===== src/rtl/zp_pkg.sv =====
package zp_pkg;

    typedef enum logic {
        ST_SLEEP = 1'b0,
        ST_AWAKE = 1'b1
    } zp_state_e;

endpackage


===== src/rtl/zp_xition_det.sv =====
module zp_xition_det #(
    parameter int ADDR_W = 6
) (
    input  logic              clk,
    input  logic              rst_n,
    input  logic              cs_i,
    input  logic              backup_i,
    input  logic              wr_i,
    input  logic [ADDR_W-1:0] addr_i,
    output logic              trig_o
);

    typedef struct packed {
        logic [ADDR_W-1:0] addr;
        logic              sel;
    } det_t;

    det_t det_d, det_q;

    always_comb begin
        det_d.addr = addr_i;
        det_d.sel  = cs_i & ~backup_i;
    end

    always_ff @(posedge clk or negedge rst_n) begin
        if (!rst_n) begin
            det_q <= '0;
        end else begin
            det_q <= det_d;
        end
    end

    // Wake on address movement, select rise (including backup release) or write.
    assign trig_o = cs_i & ~backup_i & ((addr_i != det_q.addr) | ~det_q.sel | wr_i);

    // a select rise outside backup always wakes the array
    a_r4_select_rise_wakes: assert property (@(posedge clk) disable iff (!rst_n)
        ($rose(cs_i) && !backup_i) |-> trig_o);

endmodule


===== src/rtl/zp_array.sv =====
module zp_array #(
    parameter int ADDR_W = 6,
    parameter int DATA_W = 8
) (
    input  logic              clk,
    input  logic              en_i,
    input  logic              we_i,
    input  logic [ADDR_W-1:0] addr_i,
    input  logic [DATA_W-1:0] wdata_i,
    output logic [DATA_W-1:0] rdata_o
);

    localparam int DEPTH = 1 << ADDR_W;

    logic [DATA_W-1:0] mem_q [DEPTH];
    logic [DATA_W-1:0] rd_q;

    // Behavioural array: only an enabled cycle touches storage or the read port.
    always_ff @(posedge clk) begin
        if (en_i) begin
            if (we_i) begin
                mem_q[addr_i] <= wdata_i;
                rd_q          <= wdata_i;
            end else begin
                rd_q          <= mem_q[addr_i];
            end
        end
    end

    assign rdata_o = rd_q;

endmodule


===== src/rtl/zp_sequencer.sv =====
module zp_sequencer
    import zp_pkg::*;
#(
    parameter int ADDR_W     = 6,
    parameter int DATA_W     = 8,
    parameter int ACTIVE_CYC = 2
) (
    input  logic              clk,
    input  logic              rst_n,
    input  logic              trig_i,
    input  logic              backup_i,
    input  logic              wr_i,
    input  logic [ADDR_W-1:0] addr_i,
    input  logic [DATA_W-1:0] wdata_i,
    input  logic [DATA_W-1:0] arr_rdata_i,
    output logic              arr_en_o,
    output logic              arr_we_o,
    output logic [ADDR_W-1:0] arr_addr_o,
    output logic [DATA_W-1:0] arr_wdata_o,
    output logic [DATA_W-1:0] rdata_o
);

    localparam int              CNT_W    = (ACTIVE_CYC > 2) ? $clog2(ACTIVE_CYC) : 1;
    localparam logic [CNT_W-1:0] CNT_LAST = CNT_W'(ACTIVE_CYC - 1);

    typedef struct packed {
        zp_state_e         st;
        logic [CNT_W-1:0]  cnt;
        logic [ADDR_W-1:0] fa;
        logic              wp;
        logic [DATA_W-1:0] wd;
        logic [DATA_W-1:0] hold;
    } seq_t;

    seq_t seq_d, seq_q;

    always_comb begin
        seq_d    = seq_q;
        seq_d.wp = 1'b0;
        if (backup_i) begin
            seq_d.st = ST_SLEEP;
        end else if (trig_i) begin
            seq_d.st  = ST_AWAKE;
            seq_d.cnt = CNT_LAST;
            seq_d.fa  = addr_i;
            seq_d.wp  = wr_i;
            seq_d.wd  = wdata_i;
        end else if (seq_q.st == ST_AWAKE) begin
            if (seq_q.cnt == '0) begin
                seq_d.hold = arr_rdata_i;
                seq_d.st   = ST_SLEEP;
            end else begin
                seq_d.cnt = seq_q.cnt - 1'b1;
            end
        end
    end

    always_ff @(posedge clk or negedge rst_n) begin
        if (!rst_n) begin
            seq_q <= '0;
        end else begin
            seq_q <= seq_d;
        end
    end

    assign arr_en_o    = (seq_q.st == ST_AWAKE) & ~backup_i;
    assign arr_we_o    = arr_en_o & seq_q.wp;
    assign arr_addr_o  = seq_q.fa;
    assign arr_wdata_o = seq_q.wd;
    assign rdata_o     = seq_q.hold;

    // every wake window opens on its first count
    a_r3_window_opens_full: assert property (@(posedge clk) disable iff (!rst_n)
        $rose(arr_en_o) |-> (seq_q.cnt == CNT_LAST));

    // the last cycle of a window with no new trigger is followed by sleep
    a_r2_sleep_after_window: assert property (@(posedge clk) disable iff (!rst_n)
        (arr_en_o && seq_q.cnt == '0 && !trig_i) |=> !arr_en_o);

    // backup freezes the held output
    a_r8_backup_holds_output: assert property (@(posedge clk) disable iff (!rst_n)
        backup_i |=> $stable(rdata_o));

endmodule


===== src/rtl/zp_mem_ctrl.sv =====
module zp_mem_ctrl #(
    parameter int ADDR_W     = 6,
    parameter int DATA_W     = 8,
    parameter int ACTIVE_CYC = 2
) (
    input  logic              clk,
    input  logic              rst_n,
    input  logic              cs_i,
    input  logic [ADDR_W-1:0] addr_i,
    input  logic              wr_i,
    input  logic [DATA_W-1:0] wdata_i,
    input  logic              backup_i,
    output logic [DATA_W-1:0] rdata_o,
    output logic              array_en_o
);

    logic              trig;
    logic              arr_we;
    logic [ADDR_W-1:0] arr_addr;
    logic [DATA_W-1:0] arr_wdata;
    logic [DATA_W-1:0] arr_rdata;

    zp_xition_det #(
        .ADDR_W (ADDR_W)
    ) u_det (
        .clk      (clk),
        .rst_n    (rst_n),
        .cs_i     (cs_i),
        .backup_i (backup_i),
        .wr_i     (wr_i),
        .addr_i   (addr_i),
        .trig_o   (trig)
    );

    zp_sequencer #(
        .ADDR_W     (ADDR_W),
        .DATA_W     (DATA_W),
        .ACTIVE_CYC (ACTIVE_CYC)
    ) u_seq (
        .clk         (clk),
        .rst_n       (rst_n),
        .trig_i      (trig),
        .backup_i    (backup_i),
        .wr_i        (wr_i),
        .addr_i      (addr_i),
        .wdata_i     (wdata_i),
        .arr_rdata_i (arr_rdata),
        .arr_en_o    (array_en_o),
        .arr_we_o    (arr_we),
        .arr_addr_o  (arr_addr),
        .arr_wdata_o (arr_wdata),
        .rdata_o     (rdata_o)
    );

    zp_array #(
        .ADDR_W (ADDR_W),
        .DATA_W (DATA_W)
    ) u_arr (
        .clk     (clk),
        .en_i    (array_en_o),
        .we_i    (arr_we),
        .addr_i  (arr_addr),
        .wdata_i (arr_wdata),
        .rdata_o (arr_rdata)
    );

    // a deselected, sleeping block stays asleep
    a_r7_deselect_stays_dark: assert property (@(posedge clk) disable iff (!rst_n)
        (!cs_i && !array_en_o) |=> !array_en_o);

    // the array is never powered in the cycle after backup was requested
    a_r8_backup_dark: assert property (@(posedge clk) disable iff (!rst_n)
        (backup_i && $past(backup_i)) |-> !array_en_o);

endmodule


===== config.mk =====
export PLATFORM = sky130hd
export DESIGN_NAME = zp_mem_ctrl
export DESIGN_NICKNAME = d
export VERILOG_FILES = /design/src/rtl/zp_pkg.sv /design/src/rtl/zp_xition_det.sv /design/src/rtl/zp_array.sv /design/src/rtl/zp_sequencer.sv /design/src/rtl/zp_mem_ctrl.sv
export SDC_FILE = /design/constraint.sdc
export NUM_CORES = 1
export LEC_CHECK = 0
export BUFFER_PORTS_ARGS = -buffer_cell sky130_fd_sc_hd__buf_4
export CORE_MARGIN = 2
export CORE_UTILIZATION = 31
export DETAILED_ROUTE_END_ITERATION = 16
export SYNTH_ARGS = -nofsm -noshare
export SYNTH_HDL_FRONTEND = slang
export SYNTH_SLANG_ARGS = --single-unit

===== constraint.sdc =====
create_clock -name clk -period 2.5 [get_ports clk]
set_clock_uncertainty 0.15 [all_clocks]
set_input_delay 0.125 -clock clk [delete_from_list [all_inputs] [get_ports clk]]
set_output_delay 0.125 -clock clk [all_outputs]
set_load 0.05 [all_outputs]

==> summary.md, run 1 <==
| Metric | Value |
|---|---|
| Status | finished with violations |
| Violated checks | negative setup slack |
| Clk_lat worst skew | 0.62 ns |
| Gr ovfl total | 0 |
| Startpoint types | flop |
| Unique masters post-synth | slightly below 70 |
| Die H | approximately 270 um |
| Yosys top cell area share | between 70% and 80% |
| Worst-path fanout max | 8 |
| Setup crit end kind | flop |
| CP max-delay cell | dfrtp_4 |
| Core area | just under 70000 sq um |
| Critical path class | flop to flop |
| Reg-to-reg endpoint | u_arr.rdata_o[6] |
| Register area share after synthesis | between 70% and 80% |
| # setup viols final | 77 |
| Net Count, Synth | 1227 |
| Slowest stage delay, CP | roughly 0.5 ns |
| First-pass GRT wire length | between 90000 and 100000 um |
| WL final | around 63000 um |
| Mapped Cells | roughly 1200 |
| Root Driver | clkbuf_16 |
| Pwr dens | between 800 and 900 nW/um^2 |
| Die ar. | 72100 sq um |
| Hold Path Stages | 2 |
| Fin crit period | around 2.7 ns |
| Initial antenna violation count | 1 |
| CTS tree | done |
| R2r setup slk | -0.21 ns |
| Largest net degree at the start of global routing | 67 |
| Top FF cell, synth | edfxtp_1 |
| Adder-cell share of the synthesized area | 0% |
| Clock-pin transition on the worst setup and hold timing paths | 0.06 ns |
| DP Wirelength | between 40000 and 50000 um |
| Worst Hold Class | primary input to flop |
| Count leader, synth | edfxtp_1 |
| Setup ws final | -0.215 ns |
| Number of flops mapped to enable cells by yosys | 520 |
| Tcrit/Tclk final | 109% |
| CTS Buf Count | 54 |
| Clock Sinks | 552 |
| Worst rel slew slack | 45.4% |
| Area leader, netlist | edfxtp_1 |
| Setup TNS | -4.61 ns |
| Maximum VDD drop | roughly 0.64 mV |
| Synth Area per Inst | 17.9 sq um |
| Worst R2R Start | u_seq.arr_addr_o[1] |
| Post-synthesis simple-gate area fraction | between 3 and 4% |
| Hold Violations, Final | 0 |
| Layout cells sized above 1 | 36.8% |
| Syn Std Cell Area | around 22000 sq um |
| Vias in the first global route | ~13000 |
| DR iter-0 viols | 1385 |
| Die W | 268 um |
| Post-synth top cells | edfxtp_1, nor2_1, mux2i_1 |
| Row count | between 90 and 100 |
| Unrepaired setup endpoints after global routing | yes |
| XOR/XNOR Fraction of Synth Area | less than 1% |
| Hold Crit Endpoint | u_det.det_q[1] |
| Asr flop ratio synth | just under 6% |
| Ant diodes | 0 |
| Num ports | 28 |
| CP arrival | 2.93 ns |
| First-pass detailed-route iteration total | 7 |
| Via density | about 5.3 |
| Top cell by count, worst path | buf_12 |
| Power consumption | approximately 0.022 W |
| # DRC | 0 |
| Synth top area cells | edfxtp_1, mux4_2, dfrtp_1 |
| Starting Density | 31.4% |
| Worst Tran Pin Value | approximately 0.82 ns |
| Routed len/inst | approximately 25 um |
| Largest family of logic cells by synthesized area | multiplexers |
| GP Congestion | approximately 0.93 |
| Slew Viols, Final | 0 |
| I/O Buffers | 27 |
| Synth Area in Compound Gates | under 10% |
| Maximum root-to-sink buffer count | 3 |
| Fmax | between 300 and 400 MHz |
| Cells along the critical path | buf_12, buf_12, buf_12, mux2_4, a221o_1, a22oi_2, o22ai_2, o32a_1 |
| R2r worst-path depth | 8 |
| Max Cap Viol | 0 |
| Fin nets | 1534 |
| Vias | roughly 13000 |
| Fillers | slightly above 6000 |
| Post-DRT Antenna Nets | 0 |
| Worst Hold Launch | addr_i[0] |
| Yosys reg bits | around 550 |
| Pleak | 9.33 nW |
| GRT Total Usage | about 17% |
| Area growth, synth to finish | 27.9% |
| CTS H-Tree Depth | 2 |
| Data required time of the worst path | between 2 and 3 ns |
| Multiplexer area fraction after synthesis | around 10% |
| Warnings from Yosys | 0 |
-- sequential cells by signal, indices dropped and copies added (netlist names) --
name,count
u_seq.rdata_o,8
u_seq.arr_addr_o,6
u_det.det_q,7
u_arr.rdata_o,8
u_arr.mem_q,512
u_seq.seq_q,3
u_seq.arr_wdata_o,8
-- cells in the final DEF (no fill, tap or decap), drive strengths merged, types with 9 or more instances in the layout --
cell type	count
edfxtp	520
a21oi	21
nor2	97
a31oi	10
mux2	57
dfrtp	32
mux2i	55
o22ai	19
clkinv	22
a221oi	56
nand3	19
dlygate4sd3	19
buf	313
o21ai	26
a22oi	31
mux4	44
a22o	9
nand2	34
clkbuf	76
-- area by class of cell --
cell class	instances	area, sq um	area share [%]
clock buffers	74	1440	5.18
clock inverters	28	220	0.794
inverters	4	26.3	0.0947
multi-input cells	568	5300	19.1
flip-flops and latches	552	16400	59.3
well taps	931	1160	4.20
repair buffers	335	3150	11.4
-- layer usage --
layer	routed length (um)	vias up	track usage [%]
met1	26200	6886	24.1
met4	1970	0	5.92
li1	-	5532	-
met3	5190	124	3.02
met5	0	-	0
met2	29100	676	26.9
-- cells by family (layout without fill, tap and decap cells) --
family	after synthesis	after routing
flip-flops	552	552
AND/OR/NAND/NOR	187	187
multiplexers	156	156
AO/OA/AOI/OAI	219	219
XOR/XNOR	6	6
buffers and inverters	88	441
-- power breakdown --
| part | leakage, nW | switching (W) | internal, W |
|---|---|---|---|
| Clock | 0.805 | 0.00345 | 0.00433 |
| Combinational | 3.47 | 0.00219 | 0.00164 |
| Sequential | 5.05 | 0.000237 | 0.0105 |
| Total | 9.33 | 0.00587 | 0.0165 |
-- worst max-delay path: cells and delay by family, from the launching register on --
kind / cells / cell delay [ns]
AOI/OAI and AO/OA: 4 / 1.08
DFF: 1 / 0.50
buffers and inverters: 3 / 0.43
muxes: 1 / 0.30
-- worst max path at each step --
stage,startpoint,endpoint,slack (ns),cells after the start
4_1_cts,u_seq.arr_addr_o[1],u_arr.rdata_o[6],-0.17,8
5_1_grt,u_seq.arr_addr_o[2],u_arr.rdata_o[7],-0.28,9
2_1_floorplan,u_seq.arr_addr_o[2],u_arr.mem_q[10][0],0.11,8
6_report,u_seq.arr_addr_o[1],u_arr.rdata_o[6],-0.21,8
3_3_place_gp,u_seq.arr_addr_o[1],u_arr.rdata_o[0],-0.42,7
3_5_place_dp,u_seq.arr_addr_o[1],u_arr.rdata_o[0],-0.45,7
-- through the flow --
stage | setup slack, ns | instance area [sq um] | hold WS [ns] | instances | utilization [%]
after floorplan | 0.108 | 21700 | -0.321 | 1208 | -
after global placement | -0.423 | 24800 | -0.0603 | 2336 | 36.0
after detailed placement | -0.452 | 24800 | -0.0529 | 2336 | 36.0
after CTS | -0.174 | 27300 | 0.0209 | 2481 | 39.6
after global routing | -0.280 | 27700 | 0.0324 | 2492 | 40.2
final | -0.215 | 27700 | 0.0406 | 2492 | 40.2
-- timing repair --
action,CTS,global route
hold buffers,20,0
pin swaps,21,33
gates resized for setup,78,74
endpoints found under the hold margin,56,0
setup buffers,23,10
cloned,1,2
setup endpoints to repair,212,57
No activity file was read; power rests on OpenSTA's default activity.
==> run 2, diff against run 1 <==
Settings changed: MAX_ROUTING_LAYER set to met4, RECOVER_POWER set to 25.
==> summary.md, run 2 (same netlist as run 1, synthesis figures left out) <==
| Metric | Value |
|---|---|
| DP Wirelength | 40900 um (+0.50%) |
| Slowest stage delay, CP | 0.53 ns (+0.03 ns) |
| Via density | 5.17 (-2.6%) |
| Fmax | 375 MHz (+1.8%) |
| Pwr dens | 808 nW/um^2 (+0.15%) |
| I/O Buffers | 27 (unchanged) |
| Slew Viols, Final | 69 (+69) |
| Status | finished with violations |
| Hold Violations, Final | 0 (unchanged) |
| Worst rel slew slack | -22.1% (-67 points) |
| GP Congestion | 0.949 (+2.1%) |
| Critical path class | flop to flop |
| Worst Hold Launch | addr_i[0] |
| Gr ovfl total | 0 (unchanged) |
| R2r worst-path depth | 8 (unchanged) |
| Clock-pin transition on the worst setup and hold timing paths | 0.07 ns (about the same) |
| Setup TNS | -0.954 ns (+3.66 ns) |
| Top cell by count, worst path | buf_6 |
| Routed len/inst | 24.8 um (-1.3%) |
| Clk_lat worst skew | 0.62 ns (about the same) |
| CP top delay family | compound AO/OA/AOI/OAI gates |
| Area growth, synth to finish | 28.0% (about the same) |
| Worst R2R Start | u_seq.arr_addr_o[0] |
| Largest net degree at the start of global routing | 67 (unchanged) |
| Hold Slack | 0.0961 ns (+0.0555 ns) |
| Violated checks | max-capacitance violations, max-slew violations, negative setup slack |
| Cells along the critical path | buf_6, buf_6, mux4_2, and3_1, a31oi_1, buf_4, o211ai_1, o32a_1 |
| Startpoint types | flop |
| Reg-to-reg endpoint | u_arr.rdata_o[3] |
| Maximum VDD drop | 0.461 mV (-28%) |
| Worst Hold Class | primary input to flop |
| Die H | 268 um (unchanged) |
| Core area | 68900 sq um (unchanged) |
| Fin nets | 1550 (+1.0%) |
| Fin crit period | 2.67 ns (-0.0493 ns) |
| Starting Density | 31.4% (unchanged) |
| CTS Buf Count | 56 (+3.7%) |
| First-pass GRT wire length | 89600 um (-0.63%) |
| CP max-delay cell | dfrtp_4 |
| Global-route met1 utilization | 23.9% (-0.18 points) |
| Worst-path fanout max | 5 (-3) |
| Setup crit end kind | flop |
| Pleak | 9.36 nW (+0.34%) |
| Setup ws final | -0.166 ns (+0.0493 ns) |
| Clock Sinks | 552 (unchanged) |
| CP arrival | 2.89 ns (-0.04 ns) |
| Num ports | 28 (unchanged) |
| Grt peak-use layer | met2 |
| WL final | 62100 um (-0.74%) |
| GRT Total Usage | 17.6% (+0.44 points) |
| Number of flip-flops in the largest register | 512 (unchanged) |
| Most common cell after layout, fill and taps aside | edfxtp_1 |
| # setup viols final | 8 (-90%) |
| First-pass detailed-route iteration total | 8 (+1) |
| Largest reg by FF count | u_arr.mem_q |
| Post-DRT Antenna Nets | 0 (unchanged) |
| CP Buf/Inv Count | 3 (unchanged) |
| Data required time of the worst path | 2.72 ns (about the same) |
| # DRC | 0 (unchanged) |
| Maximum root-to-sink buffer count | 3 (unchanged) |
| Layout cells sized above 1 | 38.3% (+1.5 points) |
| CTS H-Tree Depth | 2 (unchanged) |
| Worst Tran Pin Value | 1.83 ns (+1.01 ns) |
| R2r setup slk | -0.17 ns (+0.05 ns) |
| Initial antenna violation count | 1 (unchanged) |
| Vias in the first global route | 13100 (+1.2%) |
| Die ar. | 72100 sq um (unchanged) |
| Hold Crit Endpoint | u_det.det_q[1] |
| Root Driver | clkbuf_16 |
| CTS tree | done |
| Vias | 12900 (-2.0%) |
| Max Cap Viol | 2 (+2) |
| Unrepaired setup endpoints after global routing | yes |
| Met2 usage | 27.7% (+0.76 points) |
| DR iter-0 viols | 1462 (+5.6%) |
| Tcrit/Tclk final | 107% (-2.0 points) |
| Most frequent cells in the layout | edfxtp_1, buf_4, nor2_1, clkbuf_16, mux2i_1 |
| Row count | 96 (unchanged) |
| Hold Path Stages | 2 (unchanged) |
| Met3 Use GR | 2.58% (-0.45 points) |
| Die W | 268 um (unchanged) |
-- run 2: changes by cell type in the layout (fill, tap and decap cells not counted), moves of 5 or more --
cell	before	now
buf_4	251	259
a21oi_1	20	15
a221oi_1	28	22
a221oi_4	9	1
a21oi_2	1	6
buf_6	28	22
a221oi_2	19	33
-- run 2: where the power goes --
part           internal [W]  leakage (nW)  switching, W
Clock               0.00441         0.835       0.00343
Combinational       0.00163          3.48       0.00220
Sequential           0.0105          5.05      0.000205
-- run 2: worst max-delay path by stage --
| stage | from | end | slack [ns] | depth (start not counted) |
|---|---|---|---|---|
| floorplan | u_seq.arr_addr_o[2] | u_arr.mem_q[10][0] | 0.11 | 8 |
| global placement | u_seq.arr_addr_o[1] | u_arr.rdata_o[5] | -0.41 | 6 |
| detailed placement | u_seq.arr_addr_o[1] | u_arr.rdata_o[0] | -0.43 | 7 |
| CTS | u_seq.arr_addr_o[1] | u_arr.rdata_o[1] | -0.14 | 9 |
| global route | u_seq.arr_addr_o[1] | u_arr.rdata_o[6] | -0.20 | 8 |
| finish | u_seq.arr_addr_o[0] | u_arr.rdata_o[3] | -0.17 | 8 |
-- run 2: cell type report --
class                      count  area (sq um)
antenna                        1          2.50
clock buffer                  69          1490
clock inverter                33           211
fill                        6232         41200
inverter                       4          21.3
multi-input combinational    568          5300
sequential                   552         16400
tap                          931          1160
timing repair buffer         349          3130
-- run 2: routing by layer --
metal	vias to the layer above	wire length (um)	part of all wire (%)
li1	5541	-	-
met3	98	4960	8.0
met5	-	0	0
met2	643	29300	47
met4	0	1660	2.7
met1	6667	26100	42
-- run 2: through the flow --
stage / power (W) / cells / utilization, % / setup WS [ns] / area [sq um]
4_1_cts: 0.0224 / 2499 / 39.9 / -0.143 / 27500
3_3_place_gp: 0.0142 / 2345 / 36.1 / -0.410 / 24900
5_1_grt: 0.0230 / 2507 / 40.3 / -0.200 / 27800
6_report: 0.0224 / 2507 / 40.3 / -0.166 / 27800
2_1_floorplan: 0.0126 / 1208 / - / 0.108 / 21700
3_5_place_dp: 0.0142 / 2345 / 36.1 / -0.427 / 24900
-- run 2: what timing repair did --
| item | CTS | global route |
|---|---|---|
| resized for setup | 101 | 59 |
| setup endpoints to repair | 115 | 57 |
| hold buffers | 20 | 0 |
| setup buffers | 33 | 10 |
| hold endpoints to repair | 55 | 0 |
| cloned | 2 | 0 |
| pin swaps | 37 | 42 |
-- run 2: worst register-to-register path: stages (launching register included) --
cell and delay, ns:
dfrtp_4 0.53, buf_6 0.16, buf_6 0.11, mux4_2 0.49
and3_1 0.16, a31oi_1 0.15, buf_4 0.14, o211ai_1 0.19
o32a_1 0.34
